[src/rtl/asig_pkg.sv]
package asig_pkg;
  localparam int IDX_W = 6;
  localparam int ACT_W = 5;
  localparam int RCP_W = 8;
  localparam int CNT_W = 8;
  localparam int FRAC  = 4;

  typedef struct packed {
    logic [RCP_W-1:0] recip;
    logic [CNT_W-1:0] sweeps;
  } sched_entry_t;
endpackage

[src/rtl/asig_scale.sv]
module asig_scale #(
  parameter int SUM_W = 12,
  parameter int RCP_W = 8,
  parameter int FRAC  = 4,
  parameter int IDX_W = 6
) (
  input  logic signed [SUM_W-1:0] sum_i,
  input  logic        [RCP_W-1:0] recip_i,
  output logic        [IDX_W-1:0] idx_o
);
  localparam int PW = SUM_W + RCP_W + 1;
  localparam logic signed [PW-1:0] HI = PW'((2 ** (IDX_W - 1)) - 1);
  localparam logic signed [PW-1:0] LO = -HI - PW'(1);

  logic signed [PW-1:0] prod;
  logic signed [PW-1:0] scaled;
  logic signed [PW-1:0] sat;

  assign prod   = PW'(sum_i) * PW'($signed({1'b0, recip_i}));
  assign scaled = prod >>> FRAC;

  always_comb begin
    if (scaled > HI)      sat = HI;
    else if (scaled < LO) sat = LO;
    else                  sat = scaled;
  end

  // offset binary: flip the sign bit of the clamped two's-complement value
  assign idx_o = sat[IDX_W-1:0] ^ {1'b1, {(IDX_W-1){1'b0}}};
endmodule

[src/rtl/asig_lut.sv]
module asig_lut #(
  parameter int IDX_W = 6,
  parameter int ACT_W = 5
) (
  input  logic             clk,
  input  logic             wr_en,
  input  logic [IDX_W-1:0] wr_addr,
  input  logic [ACT_W-1:0] wr_data,
  input  logic [IDX_W-1:0] rd_addr,
  output logic [ACT_W-1:0] rd_data
);
  localparam int DEPTH = 2 ** IDX_W;

  logic [ACT_W-1:0] cells [DEPTH];

  always_ff @(posedge clk) begin
    if (wr_en) cells[wr_addr] <= wr_data;
  end

  assign rd_data = cells[rd_addr];
endmodule

[src/rtl/asig_sched.sv]
module asig_sched
  import asig_pkg::*;
#(
  parameter int NEURONS = 128,
  parameter int STEPS   = 16,
  localparam int NW     = $clog2(NEURONS),
  localparam int SW     = $clog2(STEPS)
) (
  input  logic             clk,
  input  logic             rst_n,
  input  logic             wr_en,
  input  logic [SW-1:0]    wr_addr,
  input  sched_entry_t     wr_entry,
  input  logic             start,
  input  logic             adv,
  output logic [RCP_W-1:0] recip,
  output logic [NW-1:0]    nidx,
  output logic [SW-1:0]    step,
  output logic             busy,
  output logic             done
);
  sched_entry_t         table_q [STEPS];
  logic [CNT_W-1:0]     sweep;
  logic [SW-1:0]        step_nx;
  logic                 last_n, last_sw, final_step;

  always_ff @(posedge clk) begin
    if (wr_en) table_q[wr_addr] <= wr_entry;
  end

  assign recip      = table_q[step].recip;
  assign step_nx    = step + 1'b1;
  assign last_n     = (nidx == NW'(NEURONS - 1));
  assign last_sw    = ((sweep + 1'b1) == table_q[step].sweeps);
  assign final_step = (step == SW'(STEPS - 1)) || (table_q[step_nx].sweeps == '0);

  always_ff @(posedge clk) begin
    if (!rst_n) begin
      busy  <= 1'b0;
      done  <= 1'b0;
      step  <= '0;
      sweep <= '0;
      nidx  <= '0;
    end else if (start) begin
      step  <= '0;
      sweep <= '0;
      nidx  <= '0;
      if (table_q[0].sweeps == '0) begin
        busy <= 1'b0;
        done <= 1'b1;
      end else begin
        busy <= 1'b1;
        done <= 1'b0;
      end
    end else if (adv) begin
      if (last_n) begin
        nidx <= '0;
        if (last_sw) begin
          sweep <= '0;
          if (final_step) begin
            busy <= 1'b0;
            done <= 1'b1;
          end else begin
            step <= step_nx;
          end
        end else begin
          sweep <= sweep + 1'b1;
        end
      end else begin
        nidx <= nidx + 1'b1;
      end
    end
  end


  done_idle_chk: assert property (@(posedge clk) disable iff (!rst_n)
    done |-> !busy);


  step_move_chk: assert property (@(posedge clk) disable iff (!rst_n)
    (step != $past(step)) && !$past(start) |-> $past(adv) && $past(last_n));


  restart_chk: assert property (@(posedge clk) disable iff (!rst_n)
    start |=> (step == '0) && (nidx == '0) && (sweep == '0));
endmodule

[src/rtl/asig_anneal_unit.sv]
module asig_anneal_unit
  import asig_pkg::*;
#(
  parameter int SUM_W   = 12,
  parameter int NEURONS = 128,
  parameter int STEPS   = 16,
  localparam int NW     = $clog2(NEURONS),
  localparam int SW     = $clog2(STEPS)
) (
  input  logic                    clk,
  input  logic                    rst_n,
  input  logic                    lut_wr_en,
  input  logic [IDX_W-1:0]        lut_wr_addr,
  input  logic [ACT_W-1:0]        lut_wr_data,
  input  logic                    sch_wr_en,
  input  logic [SW-1:0]           sch_wr_addr,
  input  logic [RCP_W-1:0]        sch_wr_recip,
  input  logic [CNT_W-1:0]        sch_wr_sweeps,
  input  logic                    start,
  input  logic                    sum_valid,
  output logic                    sum_ready,
  input  logic signed [SUM_W-1:0] sum_data,
  input  logic                    sum_clamp,
  output logic                    act_valid,
  input  logic                    act_ready,
  output logic [ACT_W-1:0]        act_data,
  output logic [NW-1:0]           act_idx,
  output logic                    act_we,
  output logic                    busy,
  output logic                    done,
  output logic [SW-1:0]           temp_step
);
  logic [RCP_W-1:0] recip;
  logic [NW-1:0]    nidx;
  logic [IDX_W-1:0] idx;
  logic [ACT_W-1:0] lut_out;
  logic             accept;
  sched_entry_t     wr_entry;

  assign wr_entry  = '{recip: sch_wr_recip, sweeps: sch_wr_sweeps};
  assign sum_ready = busy && (!act_valid || act_ready);
  assign accept    = sum_valid && sum_ready;

  asig_sched #(.NEURONS(NEURONS), .STEPS(STEPS)) u_sched (
    .clk      (clk),
    .rst_n    (rst_n),
    .wr_en    (sch_wr_en),
    .wr_addr  (sch_wr_addr),
    .wr_entry (wr_entry),
    .start    (start),
    .adv      (accept),
    .recip    (recip),
    .nidx     (nidx),
    .step     (temp_step),
    .busy     (busy),
    .done     (done)
  );

  asig_scale #(.SUM_W(SUM_W), .RCP_W(RCP_W), .FRAC(FRAC), .IDX_W(IDX_W)) u_scale (
    .sum_i   (sum_data),
    .recip_i (recip),
    .idx_o   (idx)
  );

  asig_lut #(.IDX_W(IDX_W), .ACT_W(ACT_W)) u_lut (
    .clk     (clk),
    .wr_en   (lut_wr_en),
    .wr_addr (lut_wr_addr),
    .wr_data (lut_wr_data),
    .rd_addr (idx),
    .rd_data (lut_out)
  );

  always_ff @(posedge clk) begin
    if (!rst_n) begin
      act_valid <= 1'b0;
    end else if (accept) begin
      act_valid <= 1'b1;
    end else if (act_ready) begin
      act_valid <= 1'b0;
    end
  end

  always_ff @(posedge clk) begin
    if (accept) begin
      act_data <= lut_out;
      act_idx  <= nidx;
      act_we   <= !sum_clamp;
    end
  end


  hold_beat_chk: assert property (@(posedge clk) disable iff (!rst_n)
    act_valid && !act_ready |=> act_valid && $stable(act_data) && $stable(act_idx) && $stable(act_we));


  beat_after_accept_chk: assert property (@(posedge clk) disable iff (!rst_n)
    sum_valid && sum_ready |=> act_valid);
endmodule

[config.mk]
export PLATFORM = sky130hd
export DESIGN_NAME = asig_anneal_unit
export DESIGN_NICKNAME = d
export VERILOG_FILES = /design/src/rtl/asig_pkg.sv /design/src/rtl/asig_scale.sv /design/src/rtl/asig_lut.sv /design/src/rtl/asig_sched.sv /design/src/rtl/asig_anneal_unit.sv
export SDC_FILE = /design/constraint.sdc
export NUM_CORES = 1
export LEC_CHECK = 0
export BUFFER_PORTS_ARGS = -buffer_cell sky130_fd_sc_hd__buf_2
export CAP_MARGIN = 25
export CORE_ASPECT_RATIO = 2
export CORE_MARGIN = 2
export CORE_UTILIZATION = 57
export DETAILED_ROUTE_END_ITERATION = 16
export PLACE_DENSITY_LB_ADDON = 0.2
export SETUP_SLACK_MARGIN = 0.02
export SYNTH_ARGS = -nofsm -noshare
export SYNTH_HDL_FRONTEND = slang
export SYNTH_SLANG_ARGS = --single-unit
[constraint.sdc]
create_clock -name clk -period 8.6 [get_ports clk]
set_input_delay 1.72 -clock clk [delete_from_list [all_inputs] [get_ports clk]]
set_output_delay 1.72 -clock clk [all_outputs]
set_load 0.03 [all_outputs]
# After elaboration in Yosys (flattened, before gate mapping)
# Memories as Yosys holds them, arrays and structs flattened. A register that Yosys moved wholly into a read port is not among the register bits.
# Cells that the tools add are included.
# totals
regBits,30
ramBits,576
in_bits,51
out_inout_bits,21
word_cells,63
memories,2
# classes
add_sub_neg,3
multipliers,1
magnitude_cmp,2
n_eq_ne,3
n_mux,24
n_bitwise,3
n_reduce_logical,17
# mem_list
name,words,word_bits,rd,rd_clocked_by_memory_dff,write_ports,line_no,source
u_lut.cells,64,5,1,1,1,asig_lut.sv:14,logic [ACT_W-1:0] cells [DEPTH];
u_sched.table_q,16,16,3,1,1,asig_sched.sv:22,sched_entry_t table_q [STEPS];
# op_table
op,n
$mul A12 B9 Y21,1
$mux W1,18
$gt A17 B6 Y1 const B,1
$lt A17 B6 Y1 const B,1
$logic_not A8 Y1,2
$mux W6,2
$reduce_bool A2 Y1,5
$add A8 B1 Y8 const B,1
$eq A8 B8 Y1,1
$mux W4,2
$mux W8,1
$reduce_and A4 Y1,2
$add A7 B1 Y7 const B,1
$eq A7 B7 Y1 const B,1
$mux W7,1
$add A4 B1 Y4 const B,1
$eq A4 B4 Y1 const B,1
$not A1 Y1,3
$logic_and A1 B1 Y1,2
$logic_not A1 Y1,2
$logic_or A1 B1 Y1,2
$reduce_and A2 Y1,1
$reduce_or A2 Y1,1

# Depth between registers and ports, before layout
# Gate-level depths: netlist of the first run.
# An unclocked memory read counts as a cell.
# depth
depth_word,9
mapped_depth,37
depth_no_buf,26

# Modules after synthesis
# A second synthesis of the first run with hierarchy kept.
# unflattened
hier_cells,1707
hier_area_um2,28443.5
# by_module_without_submodules
module,instances,cells_per_inst,area_per_inst_um2,seq_area_each_um2
asig_lut,1,605,12668.4,9609.2
asig_sched,1,634,11499.8,8187.9
asig_scale,1,448,3807.4,0.0
asig_anneal_unit,1,20,467.9,410.4

# Least setup slack after synthesis of the first run
# OpenSTA, ideal clock, no wires.
# synth_timing
path_type,reg-to-reg
startpoint,reg (tool-made name)
endpoint,"reg act_data[2], read port of u_lut.cells (data pin)"
setup_time_ps,272
arrival_time_ps,8525
required_time_ps,8328
slack_ps,-197
stages_incl_launch_ff,33
path_buffers,8
synth_period_minus_slack_ps,8797
cell_sequence,dfxtp_1 buf_2 buf_2 buf_2 buf_2 buf_2 mux4_2 mux4_2 clkbuf_1 nand2_1 fa_1 fa_1 inv_1 fa_1 inv_1 fa_1 inv_1 ha_1 buf_2 a21o_1 a31oi_1 a2bb2oi_1 nand4_1 nor4_2 and3_1 buf_4 a31oi_4 or3_4 a211oi_2 a211o_1 o21ai_1 a2111oi_2 o32ai_1
# synth_lines
item,line_no,source
to (decl),asig_anneal_unit.sv:26,"output logic [ACT_W-1:0] act_data,"

==> results of run 1 <==
-- synth_stat cells, types with 42 or more instances --
library cell / instances
clkbuf_1: 44
nor2_1: 121
nand2_1: 193
inv_1: 127
nand3_1: 54
ha_1: 42
edfxtp_1: 589
o21ai_0: 47
mux4_2: 82
and2_1: 60
fa_1: 78
mux2i_1: 45
-- layout make-up --
cell class | count | area, µm²
clock buffers | 61 | 1345
clock inverters | 34 | 361.6
fillers | 3652 | 17530
inverters | 128 | 480.5
multi-input cells | 1161 | 9980
flip-flops and latches | 615 | 18210
well taps | 649 | 812.0
repair buffers | 185 | 1354
-- per-layer routing --
metal | global-route usage (%) | vias up | wire length, µm
li1 | - | 7883 | -
met1 | 28.13 | 9075 | 23330
met2 | 56.38 | 799 | 43150
met3 | 3.652 | 295 | 3954
met4 | 22.22 | 4 | 6648
met5 | 0 | - | 30
-- worst register-to-register path: stages (launching register included) --
cell and delay (ps):
dfxtp_4 430, clkbuf_16 200, mux4_2 540, mux4_2 560
buf_4 220, and2_1 180, fa_1 410, fa_1 480
fa_1 550, inv_1 50, fa_1 470, inv_1 40
ha_1 330, a21o_1 220, a221oi_4 440, buf_4 190
xnor2_1 130, nand4_1 140, nor4_2 390, and3_4 290
a31oi_4 120, buf_12 190, or3_4 470, a211oi_2 240
a211o_1 180, o21ai_1 100, a2111oi_2 380, o32ai_1 140
-- stage by stage --
step           instances  instance area, µm²  TNS [ps]  total power [W]  worst slack (ps)
2_1_floorplan       1997               28960         0         0.007466             94.51
3_3_place_gp        2721               30550    -183.3          0.01004            -107.2
3_5_place_dp        2721               30550    -233.0          0.01011            -120.2
4_1_cts             2817               32270         0          0.01249             24.11
5_1_grt             2833               32550    -102.7          0.01331            -49.33
6_report            2833               32550         0          0.01286             226.5
-- path summary, 6_finish.rpt --
kind / end / cells past startpoint / slack, ps / start
worst min register to register: act_idx[6] / 0 / 480 / u_sched.nidx[6]
worst max-delay path: act_data[2] / 27 / 230 / register
worst max register to register: act_data[2] / 27 / 230 / register
worst min-delay path: act_idx[6] / 0 / 480 / u_sched.nidx[6]
-- logic make-up after synthesis --
logic type,Yosys count,synth area share [%]
simple gates,565,9.381
xor+xnor,38,1.227
flops,615,62.88
mux,135,8.258
compound gates,302,7.856
buf+inv,222,3.189
fa+ha+maj,120,7.208
-- cell usage in the layout (no fill, tap or decap), types with 11 or more instances in the layout --
| cell | synthesis | routed |
|---|---|---|
| xor2_1 | 15 | 14 |
| clkbuf_16 | 0 | 54 |
| a21oi_1 | 40 | 40 |
| clkinv_2 | 0 | 16 |
| fa_1 | 78 | 77 |
| o21ai_0 | 47 | 47 |
| o221ai_1 | 23 | 22 |
| edfxtp_1 | 589 | 589 |
| and3_1 | 25 | 24 |
| nand2_1 | 193 | 192 |
| mux2i_1 | 45 | 44 |
| nor2_1 | 121 | 120 |
| a31oi_1 | 18 | 17 |
| ha_1 | 42 | 42 |
| xnor2_1 | 20 | 19 |
| o32ai_1 | 17 | 15 |
| buf_2 | 33 | 71 |
| mux4_2 | 82 | 82 |
| inv_1 | 127 | 127 |
| and2_1 | 60 | 60 |
| nand4_1 | 11 | 11 |
| dfxtp_1 | 26 | 23 |
| nor4_1 | 32 | 32 |
| buf_4 | 7 | 102 |
| nand3_1 | 54 | 53 |
| o211ai_1 | 11 | 11 |
| a221oi_1 | 11 | 11 |
-- timing repair --
action | in CTS | in global routing
gates cloned | 0 | 3
gates resized for setup | 1 | 22
pin swaps | 1 | 5
endpoints found under the setup margin | 2 | 5
buffers inserted | 1 | 13
-- power breakdown --
| group | internal [W] | leakage (nW) | switching (W) |
|---|---|---|---|
| Sequential | 0.00336 | 5.52 | 0.0000208 |
| Clock | 0.00131 | 0.842 | 0.00107 |
| Combinational | 0.00254 | 4.97 | 0.00457 |
| Total | 0.00721 | 11.3 | 0.00566 |
-- state kept, by name (all words and copies together) (netlist names), named ones only --
register and count:
u_lut.cells 320, u_sched.nidx 7, u_sched.step 4, u_sched.done 1
act_data 5, act_we 1, u_sched.table_q 256, u_sched.sweep 8
u_sched.busy 1, act_idx 7, act_valid 1
==> metrics.csv, run 1 <==
stage;metric;value;unit
yosys;synthesis.nets;2168;
placement;gp_congestion;0.9356;
yosys;synth-seq-area-share;62.88;%
worst_hold_path;min_path_type;reg2reg;
cts;clk_pin_slew;60;ps
sta;setup_viol;0;
worst_setup_path;path_delay_family;adder cells;
yosys;synth.area.top_cells;edfxtp_1 (61%), mux4_2 (6.4%), fa_1 (5.4%);
status;status;completed;
worst_setup_path;start_kind;register;
worst_setup_path;path_common_cell;fa_1;
floorplanning;coreArea;50070;µm²
pwr;ir_worst_vdd;0.4364;mV
sta;layout_worst_path_cycle_share;97.37;%
routing;avgViaCountPerCell;6.373;
sta;max_freq;119.4;MHz
worst_setup_path;cp.required;8940;ps
cts;clockBufferDepth;3;
yosys;synth_cells;1997;
floorplanning;die_x;163.4;µm
floorplanning;die_h;322.7;µm
yosys;synth_ff_type;edfxtp_1;
yosys;synth_area;28960;µm²
yosys;yosysWarnings;0;
global_route;grt_first_pass_wirelength;113500;µm
run;cap_violations;0;
cts;cts_tree;yes;
sta;worst_pin_slew;997.9;ps
final_layout;final_core_util;65.00;%
cts;cts_inserted_buffers;51;
global_route;grt_usage;29.57;%
cts;cts_hold_buffers;0;
final_layout;final_layout_size_suffix_gt1_share;19.00;%
sta;hold_viol_final;0;
routing;wl;77110;µm
sta;period_needed;8374;ps
sta;worst_slew_margin_rel;33.28;%
worst_setup_path;arrival;8720;ps
floorplanning;dieArea;52730;µm²
floorplanning;initial_core_util;57.83;%
worst_setup_path;critPathMaxFanout;25;
global_route;grt_max_degree;65;
worst_setup_path;crit_buf_inv;6;
cts;clk_latency;610;ps
yosys;synth_top_cell_area_share;61.08;%
pwr;cellPowerDensity;395.2;nW/µm²
routing;ant_nets;0;
cts;cts-root-buf;clkbuf_16;
yosys;syn_area_per_cell;14.50;µm²
worst_setup_path;max_stage_delay;560;ps
routing;wl_per_cell;27.22;µm
worst_setup_path;slowest_stage;mux4_2;
placement;port_buffers;71;
worst_setup_path;critPathCaptureType;register;
final_layout;final_nets;2313;
yosys;async_flop_share;0;%
cts;h-tree-depth;2;
worst_setup_path;critPathKind;reg2reg;
yosys;ys_ff_latch;615;
placement;hpwl;55250;µm
routing;drtIter0Drc;1612;
routing;vias;18060;
floorplanning;rows;116;
routing;drcViolationCount;0;
pwr;leakagePower;11.33;nW
sta;report.final.slew_viol_count;0;
global_route;grt_antenna_before_repair;2;
final_layout;num_antenna_cells;0;
global_route;grt_remaining_overflow;0;
yosys;synth_largest_area_cell;edfxtp_1;
global_route;grt_pass1_vias;19140;
sta;skew;34.94;ps
sta;hold_ws;475.4;ps
yosys;synth-edff-count;589;
routing;dr.pass1.iters;6;
cts;clock_sinks;615;
yosys;ys_types;90;
final_layout;synthToLayoutAreaGrowth;12.40;%
floorplanning;io_pins;72;
Power figures use the tool's default switching activity.
==> inputs of run 2 (changes only) <==
--- a/config.mk
+++ b/config.mk
@@ -5,6 +5,7 @@
 export SDC_FILE = /design/constraint.sdc
 export NUM_CORES = 1
 export LEC_CHECK = 0
+export ABC_AREA = 1
 export BUFFER_PORTS_ARGS = -buffer_cell sky130_fd_sc_hd__buf_2
 export CAP_MARGIN = 25
 export CORE_ASPECT_RATIO = 2
==> constraint.sdc (replaced) <==
create_clock -name clk -period 8.6 [get_ports clk]
set_input_delay 0.43 -clock clk [delete_from_list [all_inputs] [get_ports clk]]
set_output_delay 0.43 -clock clk [all_outputs]
set_load 0.03 [all_outputs]
==> run 2 against run 1 <==
Clock power grew 6%. Cell area is 1.5% higher. Sequential power hardly changed. Register-to-register slack gained 230 ps.
==> metrics.csv, run 2 <==
stage;metric;value;unit
status;status;completed;
cts;clock_sinks;615;
final_layout;synthToLayoutAreaGrowth;9.643;%
routing;ant_nets;0;
yosys;synth_ff_type;edfxtp_1;
yosys;synth_most_common_cell;edfxtp_1;
sta;rsz0062_at_grt;no;
yosys;syn_area_per_cell;10.35;µm²
pwr;cellPowerDensity;389.4;nW/µm²
sta;skew;37.48;ps
global_route;grt_max_degree;161;
final_layout;final_cell_mix;edfxtp_1 (589), nand2_1 (490), inv_1 (420);
final_layout;largest_reg_flops;320;
worst_setup_path;critPathCaptureType;register;
cts;cts_hold_buffers;0;
yosys;synthTopCellsByCount;edfxtp_1 (589), nand2_1 (490), inv_1 (421);
floorplanning;coreArea;52410;µm²
worst_hold_path;min_path_type;in2reg;
floorplanning;io_pins;72;
global_route;grt_remaining_overflow;0;
routing;drcViolationCount;0;
placement;gp_congestion;0.9537;
sta;max_freq;122.9;MHz
worst_setup_path;path_delay_family;simple AND/OR/NAND/NOR gates;
routing;top_layer_used;met4;
global_route;grt_usage;28.57;%
yosys;synth_cells;2911;
final_layout;reg_top3;u_lut.cells (320), u_sched.table_q (256), u_sched.sweep (8);
cts;cts-root-buf;clkbuf_16;
worst_setup_path;max_stage_delay;530;ps
yosys;synth-seq-area-share;60.41;%
yosys;synth_area;30140;µm²
run;cap_violations;0;
pwr;ir_worst_vdd;0.5469;mV
worst_setup_path;slowest_stage;fa_1;
worst_setup_path;reg2reg_to;act_data[0];
sta;hold_viol_final;0;
worst_setup_path;cp.required;9090;ps
worst_setup_path;crit_buf_inv;5;
final_layout;final_core_util;63.06;%
floorplanning;rows;119;
routing;drtIter0Drc;1842;
yosys;synthesis.nets;3082;
global_route;grt_first_pass_wirelength;119200;µm
global_route;grt_antenna_before_repair;1;
yosys;yosysWarnings;0;
floorplanning;die_h;329.2;µm
worst_setup_path;arrival;8630;ps
worst_setup_path;critPathKind;reg2reg;
global_route;grt_pass1_vias;21900;
routing;wl_met2;42110;µm
yosys;ys_types;38;
placement;place_ws;486.9;ps
routing;wl;78720;µm
floorplanning;initial_core_util;57.51;%
sta;setup_slack;460.1;ps
sta;setup_viol;0;
cts;h-tree-depth;2;
floorplanning;dieArea;54850;µm²
pwr;leakagePower;13.33;nW
routing;avgViaCountPerCell;5.865;
yosys;async_flop_share;0;%
final_layout;top_register;u_lut.cells;
yosys;synth-edff-count;589;
routing;wl_per_cell;21.50;µm
routing;wl_met3;4004;µm
placement;hpwl;54700;µm
floorplanning;die_x;166.6;µm
worst_setup_path;start_kind;register;
worst_setup_path;critPathMaxFanout;80;
worst_setup_path;crit_end;act_data[0];
sta;report.final.slew_viol_count;0;
yosys;synth_top_cell_area_share;58.68;%
yosys;synth.area.top_cells;edfxtp_1 (59%), nand3_1 (6.7%), nand2_1 (6.1%);
routing;vias;21470;
cts;clockBufferDepth;3;
worst_setup_path;r2r_cells;32;
cts;cts_tree;yes;
cts;clk_latency;620;ps
worst_setup_path;r2r_slack;460;ps
yosys;ys_ff_latch;615;
sta;worst_slew_margin_rel;26.86;%
final_layout;layout_commonest_cell;edfxtp_1;
sta;fin_tns_setup;0;ps
pwr;power;0.01287;W
placement;port_buffers;71;
sta;worst_pin_slew;1094;ps
sta;hold_ws;63.52;ps
sta;layout_worst_path_cycle_share;94.65;%
cts;clk_pin_slew;70;ps
yosys;synth_largest_area_cell;edfxtp_1;
worst_setup_path;path_common_cell;nand3_1;
final_layout;final_nets;3124;
sta;period_needed;8140;ps
routing;met1Wirelength;25080;µm
cts;cts_inserted_buffers;52;
routing;dr.pass1.iters;9;
worst_setup_path;path_depth;32;
final_layout;final_layout_size_suffix_gt1_share;7.312;%
[run 2: cell types whose count changed after synthesis, moves of 17 or more]
cell / previous run / this run
a31oi_1: 18 / 1
clkbuf_1: 44 / 71
and3_1: 25 / 0
nand3b_1: 6 / 56
buf_2: 33 / 51
nand2_1: 193 / 490
inv_1: 127 / 421
and2_1: 60 / 5
o22ai_1: 6 / 29
mux4_2: 82 / 0
o21ai_0: 47 / 142
mux2i_1: 45 / 0
nor2_1: 121 / 300
nand3_1: 54 / 403
[run 2: routing by layer]
layer / vias to the layer above / GRT usage, %
met5: - / 0
met4: 0 / 23.65
met3: 351 / 3.256
met2: 906 / 54.03
met1: 10280 / 27.44
li1: 9931 / -
[run 2: through the flow]
step | std cells | area (µm²)
2_1_floorplan | 2911 | 30140
3_3_place_gp | 3562 | 31160
3_5_place_dp | 3563 | 31170
4_1_cts | 3659 | 33010
5_1_grt | 3660 | 33050
6_report | 3661 | 33050
[run 2: how the worst min path moves through the flow]
stage                          from          to  slack (ps)  cells after the start
finish                    sum_clamp      act_we          60                      2
global route              sum_clamp      act_we          50                      2
CTS                       sum_clamp      act_we          40                      2
detailed placement  u_sched.nidx[6]  act_idx[6]         420                      0
global placement    u_sched.nidx[6]  act_idx[6]         410                      0
floorplan           u_sched.nidx[2]  act_idx[2]         410                      0
[run 2: final cells by class]
cell class / count / area, µm²
antenna: 1 / 2.502
timing repair buffer: 120 / 792.0
fill: 4204 / 19360
tap: 665 / 832.0
clock inverter: 34 / 470.5
sequential: 615 / 18210
inverter: 430 / 1620
clock buffer: 62 / 1370
multi-input combinational: 1734 / 9748
[run 2: timing repair]
action | in CTS | in global routing
resized for setup | 0 | 5
endpoints found under the setup margin | 0 | 5
setup buffers | 0 | 0
[run 2: kinds of logic after synthesis]
kind of cell	count (synthesis)	share of synthesized area [%]
buffers and inverters	562	7.298
xor gates and xnor gates	26	0.7804
and+or+nand+nor	1314	19.26
DFF	615	60.41
AOI/OAI and AO/OA	274	5.330
adders and majority gates	120	6.924
[run 2: where the power goes]
part | switching, W | internal, W | leakage [nW]
Sequential | 0.0000180 | 0.00337 | 5.52
Clock | 0.00107 | 0.00145 | 0.906
Combinational | 0.00502 | 0.00194 | 6.90
Total | 0.00611 | 0.00676 | 13.3
